===== config.mk =====
export PLATFORM = sky130hd
export DESIGN_NAME = pmem_router
export DESIGN_NICKNAME = d
export VERILOG_FILES = /design/src/rtl/pmem_pkg.sv /design/src/rtl/pmem_addr_class.sv /design/src/rtl/pmem_steer.sv /design/src/rtl/pmem_route_reg.sv /design/src/rtl/pmem_router.sv
export SDC_FILE = /design/constraint.sdc
export NUM_CORES = 1
export LEC_CHECK = 0
export BUFFER_PORTS_ARGS = -buffer_cell sky130_fd_sc_hd__buf_4
export CAP_MARGIN = 25
export CORE_ASPECT_RATIO = 0.7
export CORE_MARGIN = 2
export CORE_UTILIZATION = 42
export DETAILED_ROUTE_END_ITERATION = 10
export PLACE_DENSITY = 0.83
export SETUP_SLACK_MARGIN = 0.02
export SYNTH_ARGS = -nofsm -noshare
export SYNTH_HDL_FRONTEND = slang
export SYNTH_SLANG_ARGS = --single-unit

===== constraint.sdc =====
create_clock -name clk -period 4.4 [get_ports clk]
set_clock_uncertainty 0.2 [all_clocks]
set_input_delay 0.88 -clock clk [delete_from_list [all_inputs] [get_ports clk]]
set_output_delay 0.88 -clock clk [all_outputs]
set_load 0.03 [all_outputs]

===== src/rtl/pmem_pkg.sv =====
// Shared constants and types for the program memory access router.
// Assumes a 16-bit program space and byte-wide data paths.
package pmem_pkg;
    localparam int ADDR_W     = 16;
    localparam int DATA_W     = 8;
    localparam int PAGE_BYTES = 512;
    localparam int PAGE_LSB   = $clog2(PAGE_BYTES);

    // Region class of one address
    typedef struct packed {
        logic reserved;
        logic lock_page;
        logic lock_byte;
    } addr_cls_t;

    // Complete routing decision for one cycle of requests
    typedef struct packed {
        logic              code_req;
        logic              code_resv;
        logic              flash_rd;
        logic [ADDR_W-1:0] flash_rd_addr;
        logic              prog;
        logic              erase;
        logic [ADDR_W-1:0] wr_addr;
        logic [DATA_W-1:0] wdata;
        logic              xram_rd;
        logic              xram_wr;
        logic [ADDR_W-1:0] xram_addr;
        logic [DATA_W-1:0] xram_wdata;
        logic              resv;
        logic              lock_byte;
        logic              lock_page;
    } route_t;
endpackage


===== src/rtl/pmem_addr_class.sv =====
// Classifies one program-space address against the Flash layout.
// Assumes the Flash starts at zero, holds at least one page and ends in the lock page.
module pmem_addr_class
    import pmem_pkg::*;
#(
    parameter int FLASH_BYTES = 8192
) (
    input  logic [ADDR_W-1:0] addr,
    output addr_cls_t         cls
);
    localparam logic [ADDR_W-1:0] TOP_A  = ADDR_W'(FLASH_BYTES - 1);
    localparam logic [ADDR_W-1:0] PAGE_A = ADDR_W'(FLASH_BYTES - PAGE_BYTES);

    // Compare the address with the Flash top and the lock page base
    always_comb begin
        cls.reserved  = (addr > TOP_A);
        cls.lock_byte = (addr == TOP_A);
        cls.lock_page = (addr >= PAGE_A) && (addr <= TOP_A);
    end
endmodule


===== src/rtl/pmem_steer.sv =====
// Combinational routing of code and data-space requests to Flash or XRAM.
// Assumes xd_rd and xd_wr are not raised together.
module pmem_steer
    import pmem_pkg::*;
(
    input  logic              code_rd,
    input  logic [ADDR_W-1:0] code_addr,
    input  addr_cls_t         code_cls,
    input  logic              xd_rd,
    input  logic              xd_wr,
    input  logic [ADDR_W-1:0] xd_addr,
    input  logic [DATA_W-1:0] xd_wdata,
    input  addr_cls_t         xd_cls,
    input  logic              redir_en,
    input  logic              redir_erase,
    output route_t            route
);
    logic redir_wr;
    logic flash_wr_ok;

    // Qualify redirected writes against the reserved region
    always_comb begin
        redir_wr    = xd_wr & redir_en;
        flash_wr_ok = redir_wr & ~xd_cls.reserved;
    end

    // Build the routing decision for this cycle
    always_comb begin
        route               = '0;
        route.code_req      = code_rd;
        route.code_resv     = code_rd & code_cls.reserved;
        route.flash_rd      = code_rd & ~code_cls.reserved;
        route.flash_rd_addr = code_addr;
        route.prog          = flash_wr_ok & ~redir_erase;
        route.erase         = flash_wr_ok & redir_erase;
        route.wr_addr       = redir_erase ? {xd_addr[ADDR_W-1:PAGE_LSB], {PAGE_LSB{1'b0}}}
                                          : xd_addr;
        route.wdata         = xd_wdata;
        route.xram_rd       = xd_rd;
        route.xram_wr       = xd_wr & ~redir_en;
        route.xram_addr     = xd_addr;
        route.xram_wdata    = xd_wdata;
        route.resv          = (code_rd & code_cls.reserved) | (redir_wr & xd_cls.reserved);
        route.lock_byte     = (code_rd & code_cls.lock_byte) | (flash_wr_ok & xd_cls.lock_byte);
        route.lock_page     = (code_rd & code_cls.lock_page) | (flash_wr_ok & xd_cls.lock_page);
    end
endmodule


===== src/rtl/pmem_route_reg.sv =====
// Output register stage for the routing decision.
// Also keeps whether the most recent code read was reserved, which selects the fetch data.
module pmem_route_reg
    import pmem_pkg::*;
(
    input  logic   clk,
    input  logic   rst_n,
    input  route_t route_d,
    output route_t route_q,
    output logic   rd_resv_q
);
    // Register the routing decision, clearing everything on reset
    always_ff @(posedge clk) begin
        if (!rst_n) route_q <= '0;
        else        route_q <= route_d;
    end

    // Remember the class of the latest code read for the read-data mux
    always_ff @(posedge clk) begin
        if (!rst_n)                rd_resv_q <= 1'b0;
        else if (route_d.code_req) rd_resv_q <= route_d.code_resv;
    end
endmodule


===== src/rtl/pmem_router.sv =====
// Top of the program memory access router. It classifies both request
// addresses, steers the requests and registers the result.
// Assumes FLASH_KB is 2, 4 or 8 and that the Flash returns data for
// flash_rd_addr within the same cycle.
module pmem_router
    import pmem_pkg::*;
#(
    parameter int FLASH_KB = 8
) (
    input  logic              clk,
    input  logic              rst_n,
    input  logic              code_rd,
    input  logic [ADDR_W-1:0] code_addr,
    output logic [DATA_W-1:0] code_rdata,
    input  logic              xd_rd,
    input  logic              xd_wr,
    input  logic [ADDR_W-1:0] xd_addr,
    input  logic [DATA_W-1:0] xd_wdata,
    input  logic              redir_en,
    input  logic              redir_erase,
    output logic              flash_rd_en,
    output logic [ADDR_W-1:0] flash_rd_addr,
    input  logic [DATA_W-1:0] flash_rdata,
    output logic              flash_prog_en,
    output logic              flash_erase_en,
    output logic [ADDR_W-1:0] flash_wr_addr,
    output logic [DATA_W-1:0] flash_wdata,
    output logic              xram_rd_en,
    output logic              xram_wr_en,
    output logic [ADDR_W-1:0] xram_addr,
    output logic [DATA_W-1:0] xram_wdata,
    output logic              resv_flag,
    output logic              lock_byte_hit,
    output logic              lock_page_hit
);
    localparam int FLASH_BYTES = FLASH_KB * 1024;
    localparam int N_SRC       = 2;

    logic [ADDR_W-1:0] src_addr [N_SRC];
    addr_cls_t         src_cls  [N_SRC];
    route_t            route_d;
    route_t            route_q;
    logic              rd_resv_q;

    // Collect the two request addresses: 0 is code, 1 is data
    always_comb begin
        src_addr[0] = code_addr;
        src_addr[1] = xd_addr;
    end

    for (genvar i = 0; i < N_SRC; i++) begin : g_cls
        pmem_addr_class #(.FLASH_BYTES(FLASH_BYTES)) u_cls (
            .addr (src_addr[i]),
            .cls  (src_cls[i])
        );
    end

    pmem_steer u_steer (
        .code_rd     (code_rd),
        .code_addr   (code_addr),
        .code_cls    (src_cls[0]),
        .xd_rd       (xd_rd),
        .xd_wr       (xd_wr),
        .xd_addr     (xd_addr),
        .xd_wdata    (xd_wdata),
        .xd_cls      (src_cls[1]),
        .redir_en    (redir_en),
        .redir_erase (redir_erase),
        .route       (route_d)
    );

    pmem_route_reg u_reg (
        .clk       (clk),
        .rst_n     (rst_n),
        .route_d   (route_d),
        .route_q   (route_q),
        .rd_resv_q (rd_resv_q)
    );

    // Drive the ports from the registered decision
    always_comb begin
        flash_rd_en    = route_q.flash_rd;
        flash_rd_addr  = route_q.flash_rd_addr;
        flash_prog_en  = route_q.prog;
        flash_erase_en = route_q.erase;
        flash_wr_addr  = route_q.wr_addr;
        flash_wdata    = route_q.wdata;
        xram_rd_en     = route_q.xram_rd;
        xram_wr_en     = route_q.xram_wr;
        xram_addr      = route_q.xram_addr;
        xram_wdata     = route_q.xram_wdata;
        resv_flag      = route_q.resv;
        lock_byte_hit  = route_q.lock_byte;
        lock_page_hit  = route_q.lock_page;
        code_rdata     = rd_resv_q ? {DATA_W{1'b1}} : flash_rdata;
    end
endmodule


### Word-level counts from Yosys, hierarchy flattened

Index checks and enable logic that the tools add are counted.

| operators by class | value |
|---|---|
| muxes and demuxes | 1 |
| multiply operators | 0 |
| order comparisons | 6 |
| reduce and logical (&&, ||, !) cells | 3 |
| shifts and indexed selects | 0 |
| add/subtract/negate cells | 0 |
| bitwise gates (word level) | 20 |
| div/mod/pow operators | 0 |
| equality and inequality tests | 2 |

Operator list:

| kind | count |
|---|---|
| == test 16 x 13 -> 1 bit (second input constant) | 2 |
| greater-or-equal comparator 16 x 13 -> 1 bit (second input constant) | 2 |
| > comparator 16 x 13 -> 1 bit (second input constant) | 2 |
| <= comparator 16 x 13 -> 1 bit (second input constant) | 2 |
| AND 1 bit | 12 |
| two-way mux 8 bit | 1 |
| inverter 1 bit | 5 |
| bitwise OR 1 bit | 3 |
| logical AND 1 bit | 2 |
| OR reduction 2 bit | 1 |

| word-level totals | value |
|---|---|
| bits in read-only memories | 0 |
| latch bits | 0 |
| output and inout port bits | 80 |
| bits of input ports | 55 |
| bits in writable memories | 0 |
| memories | 0 |
| bits in registers | 65 |

### Longest topological paths before layout

| logic depth | value |
|---|---|
| depth in word-level cells | 5 |
| gate-level depth with buffers | 4 |
| gate-level depth less buffers | 3 |

### By module

A second synthesis with hierarchy kept.

| second synthesis, totals | value |
|---|---|
| cells, all modules | 257 |
| area total of the unflattened synthesis | 2773.9 µm² |

Modules (own cells, without submodules):

| module | seq. area each (µm²) | instances | area an instance (µm²) | cells each |
|---|---|---|---|---|
| pmem_route_reg | 1501.4 | 1 | 2058.2 | 159 |
| pmem_steer | 0.0 | 1 | 560.5 | 76 |
| pmem_addr_class | 0.0 | 2 | 52.6 | 7 |
| pmem_router | 0.0 | 1 | 50.0 | 8 |

### Worst setup path after synthesis

Ideal clock, no wire load.

| timing path | value |
|---|---|
| kind | input to output |
| start point | input port flash_rdata[0] |
| end point | output port code_rdata[0] |
| arrival | 1.228 ns |
| path buffers | 0 |
| slack | 2.092 ns |
| stages on the path | 1 |
| cells stage by stage | or2_2 |

| between the ends | value |
|---|---|
| longest elaborated chain between the ends | 1 |

RTL lines:

| element | RTL line | RTL |
|---|---|---|
| from (decl) | pmem_router.sv:23 | `input logic [DATA_W-1:0] flash_rdata,` |
| two-way mux 8 bit | pmem_router.sv:95 | `code_rdata = rd_resv_q ? {DATA_W{1'b1}} : flash_rdata;` |
| to (decl) | pmem_router.sv:14 | `output logic [DATA_W-1:0] code_rdata,` |

Every way passes these cells.

### Worst setup path after layout

| timing path | value |
|---|---|
| start point | input port flash_rdata[7] |
| end point | output port code_rdata[7] |

Same word-level chain as after synthesis.

==> qor.txt <==
reg-to-reg endpoint: u_reg.rd_resv_q$_SDFFE_PN0P_
Tmin final: 2.50 ns
post-route antenna net violation count: 0
first-pass GRT wire length: 6320 um
post-CTS setup buffer count: 0
Yosys top cell area share: 63.6%
setup slack, reg-to-reg: 3.48 ns
Synth Instances: 164
synth unique cells: 23
reg2reg start: u_reg.rd_resv_q$_SDFFE_PN0P_
Pre-antenna DRT Iters: 4
setup_tns: 0 ns
Hold Path Depth: 1
Num CTS Buffers: 9
Finished Layout Cells: 348
Syn. warnings: 0
Slew headroom: 72.9%
core footprint: 4250 um2
Total GRT Usage: 18.3%
CP max FO: 1
Syn Area/Cell: 11.1 um2
port bufs: 134
Critical-path top delay cell: or2_2
DRC: 0
crit share post-route: 56.9%
die extent in x: 82.8 um
Clock transition at path regs: 0.06 ns
FMAX: 399 MHz
Synth-to-Final Area Change: 60.0%
Post-synth top flop: dfxtp_1
multi-input logic area: 520 um2
sequential area share after synthesis: 63.6%
vias in the first global route: 1391
max-slew violations: 0
Worst-Skew Late Latency: 0.32 ns
Row Count: 20
overflow left after global routing: 0
CTS tree: done
Static Leak: 0.00145 uW
GP Congestion: 0.695
fillers: 328
vias: 1514
clock root buffer: clkbuf_8
max-cap check violation count: 0
DP Worst Slack: 1.89 ns
Post-synth EDFFs: 0
Routed WL: 4210 um
PwrDens: 392 nW/um2
DP Cell Count: 333
startpoint types: input pin
syn_nets: 219
H-tree levels: 3
crit end category: output pin
initial antenna violation count: 0
HP Class: reg -> reg
Top cell by count, worst path: buf_4
RSZ-0062 raised after global routing: false
Top Ports: 135
Antenna diodes: 0
synth top area cells: dfxtp_1, and2_1, buf_4
Worst Hold Margin: 0.460 ns
CP max stage delay: 0.27 ns
DR WL/cell: 12.1 um
pin count of the biggest net entering global routing: 46
largest area contributor in the netlist: dfxtp_1
status: complete, no violations
final hold violations: 0
Worst Tran Pin Value: 0.405 ns
top cells by count, synth: dfxtp_1, and2_1, buf_4
WS Path Type: in -> out
VDD IR-drop max: 0.237 mV
worst reg2reg path depth: 1
most common cell in the netlist: dfxtp_1
Via density: 4.35
final setup vio count: 0
CP arrival: 1.42 ns
Cell Area, Synth: 1820 um2
maximum root-to-sink buffer count: 2
hold wc startpoint: u_reg.rd_resv_q$_SDFFE_PN0P_
Cell Chain, Critical Path: buf_4 > or2_2 > buf_4
Yosys reg bits: 58
share of layout cells above drive strength 1: 53.9%
WHS Endpoint: u_reg.rd_resv_q$_SDFFE_PN0P_
Core Util, Final: 68.6%
Register Area: 1160 um2
total die area: 4900 um2
clock sinks: 58
initial core utilization: 42.9%
Final #Nets: 344
die height: 59.1 um
post-CTS resize count: 0
async set or reset register ratio after synthesis: 0%
final worst slack: 1.90 ns
hold_buf cts: 0
DRT iter0 DRCs: 30
Critical Path RT: 3.32 ns
per-layer routing:
metal,vias up,GRT usage [%],share of wire [%]
met5,-,0,0
met2,78,30.8,48
met1,668,17.7,35
met4,0,9.84,2.3
li1,758,-,-
met3,10,10.8,15
worst max-delay path by stage:
stage	slack (ns)	from	cells past startpoint	to
2_1_floorplan	2.09	flash_rdata[0]	1	code_rdata[0]
3_3_place_gp	1.90	flash_rdata[5]	3	code_rdata[5]
3_5_place_dp	1.89	flash_rdata[7]	3	code_rdata[7]
4_1_cts	1.89	flash_rdata[7]	3	code_rdata[7]
5_1_grt	1.88	flash_rdata[7]	3	code_rdata[7]
6_report	1.90	flash_rdata[7]	3	code_rdata[7]
where the power goes:
| group | switching, uW | internal (uW) | total, uW |
|---|---|---|---|
| clock network | 180 | 197 | 377 |
| registers | 9.22 | 551 | 560 |
| logic | 115 | 92.0 | 207 |
cell usage in the layout, fill, tap and decap left out, types with 2 or more instances in the layout:
| cell | Yosys | final |
|---|---|---|
| and2_1 | 46 | 46 |
| buf_4 | 15 | 134 |
| clkbuf_1 | 5 | 2 |
| clkbuf_8 | 0 | 9 |
| clkinv_2 | 0 | 4 |
| dfxtp_1 | 58 | 58 |
| inv_1 | 3 | 3 |
| nand2_1 | 4 | 4 |
| nand4_1 | 5 | 5 |
| nor2_1 | 4 | 4 |
| nor3_1 | 3 | 3 |
| or2_2 | 8 | 8 |
state kept, by name, summed over array words and instances (netlist names):
name	cells
u_reg.route_q	57
u_reg.rd_resv_q	1
through the flow:
stage | total power, uW | area (um2)
floorplan | 686 | 1820
global placement | 776 | 2770
detailed placement | 780 | 2770
global route | 1200 | 2920
CTS | 1160 | 2920
finish | 1140 | 2920
final cells by class:
cell class                      instances  area share [%]
Clock inverter                          4           0.686
Tap cell                               55            2.36
Timing Repair Buffer                  134            34.5
Sequential cell                        58            39.8
Multi-Input combinational cell         83            17.8
Inverter                                3           0.386
Clock buffer                           11            4.50
critical path: cells and delay by family:
family	cells	cell delay (ns)
AND/OR/NAND/NOR	1	0.27
buffers and inverters	2	0.27
kinds of logic after synthesis:
| logic type | after synthesis | share of synthesized area (%) |
|---|---|---|
| simple gates | 78 | 26.4 |
| flops | 58 | 63.6 |
| buf+inv | 23 | 7.82 |
| compound gates | 5 | 2.13 |
(Power assumes the default switching activity.)
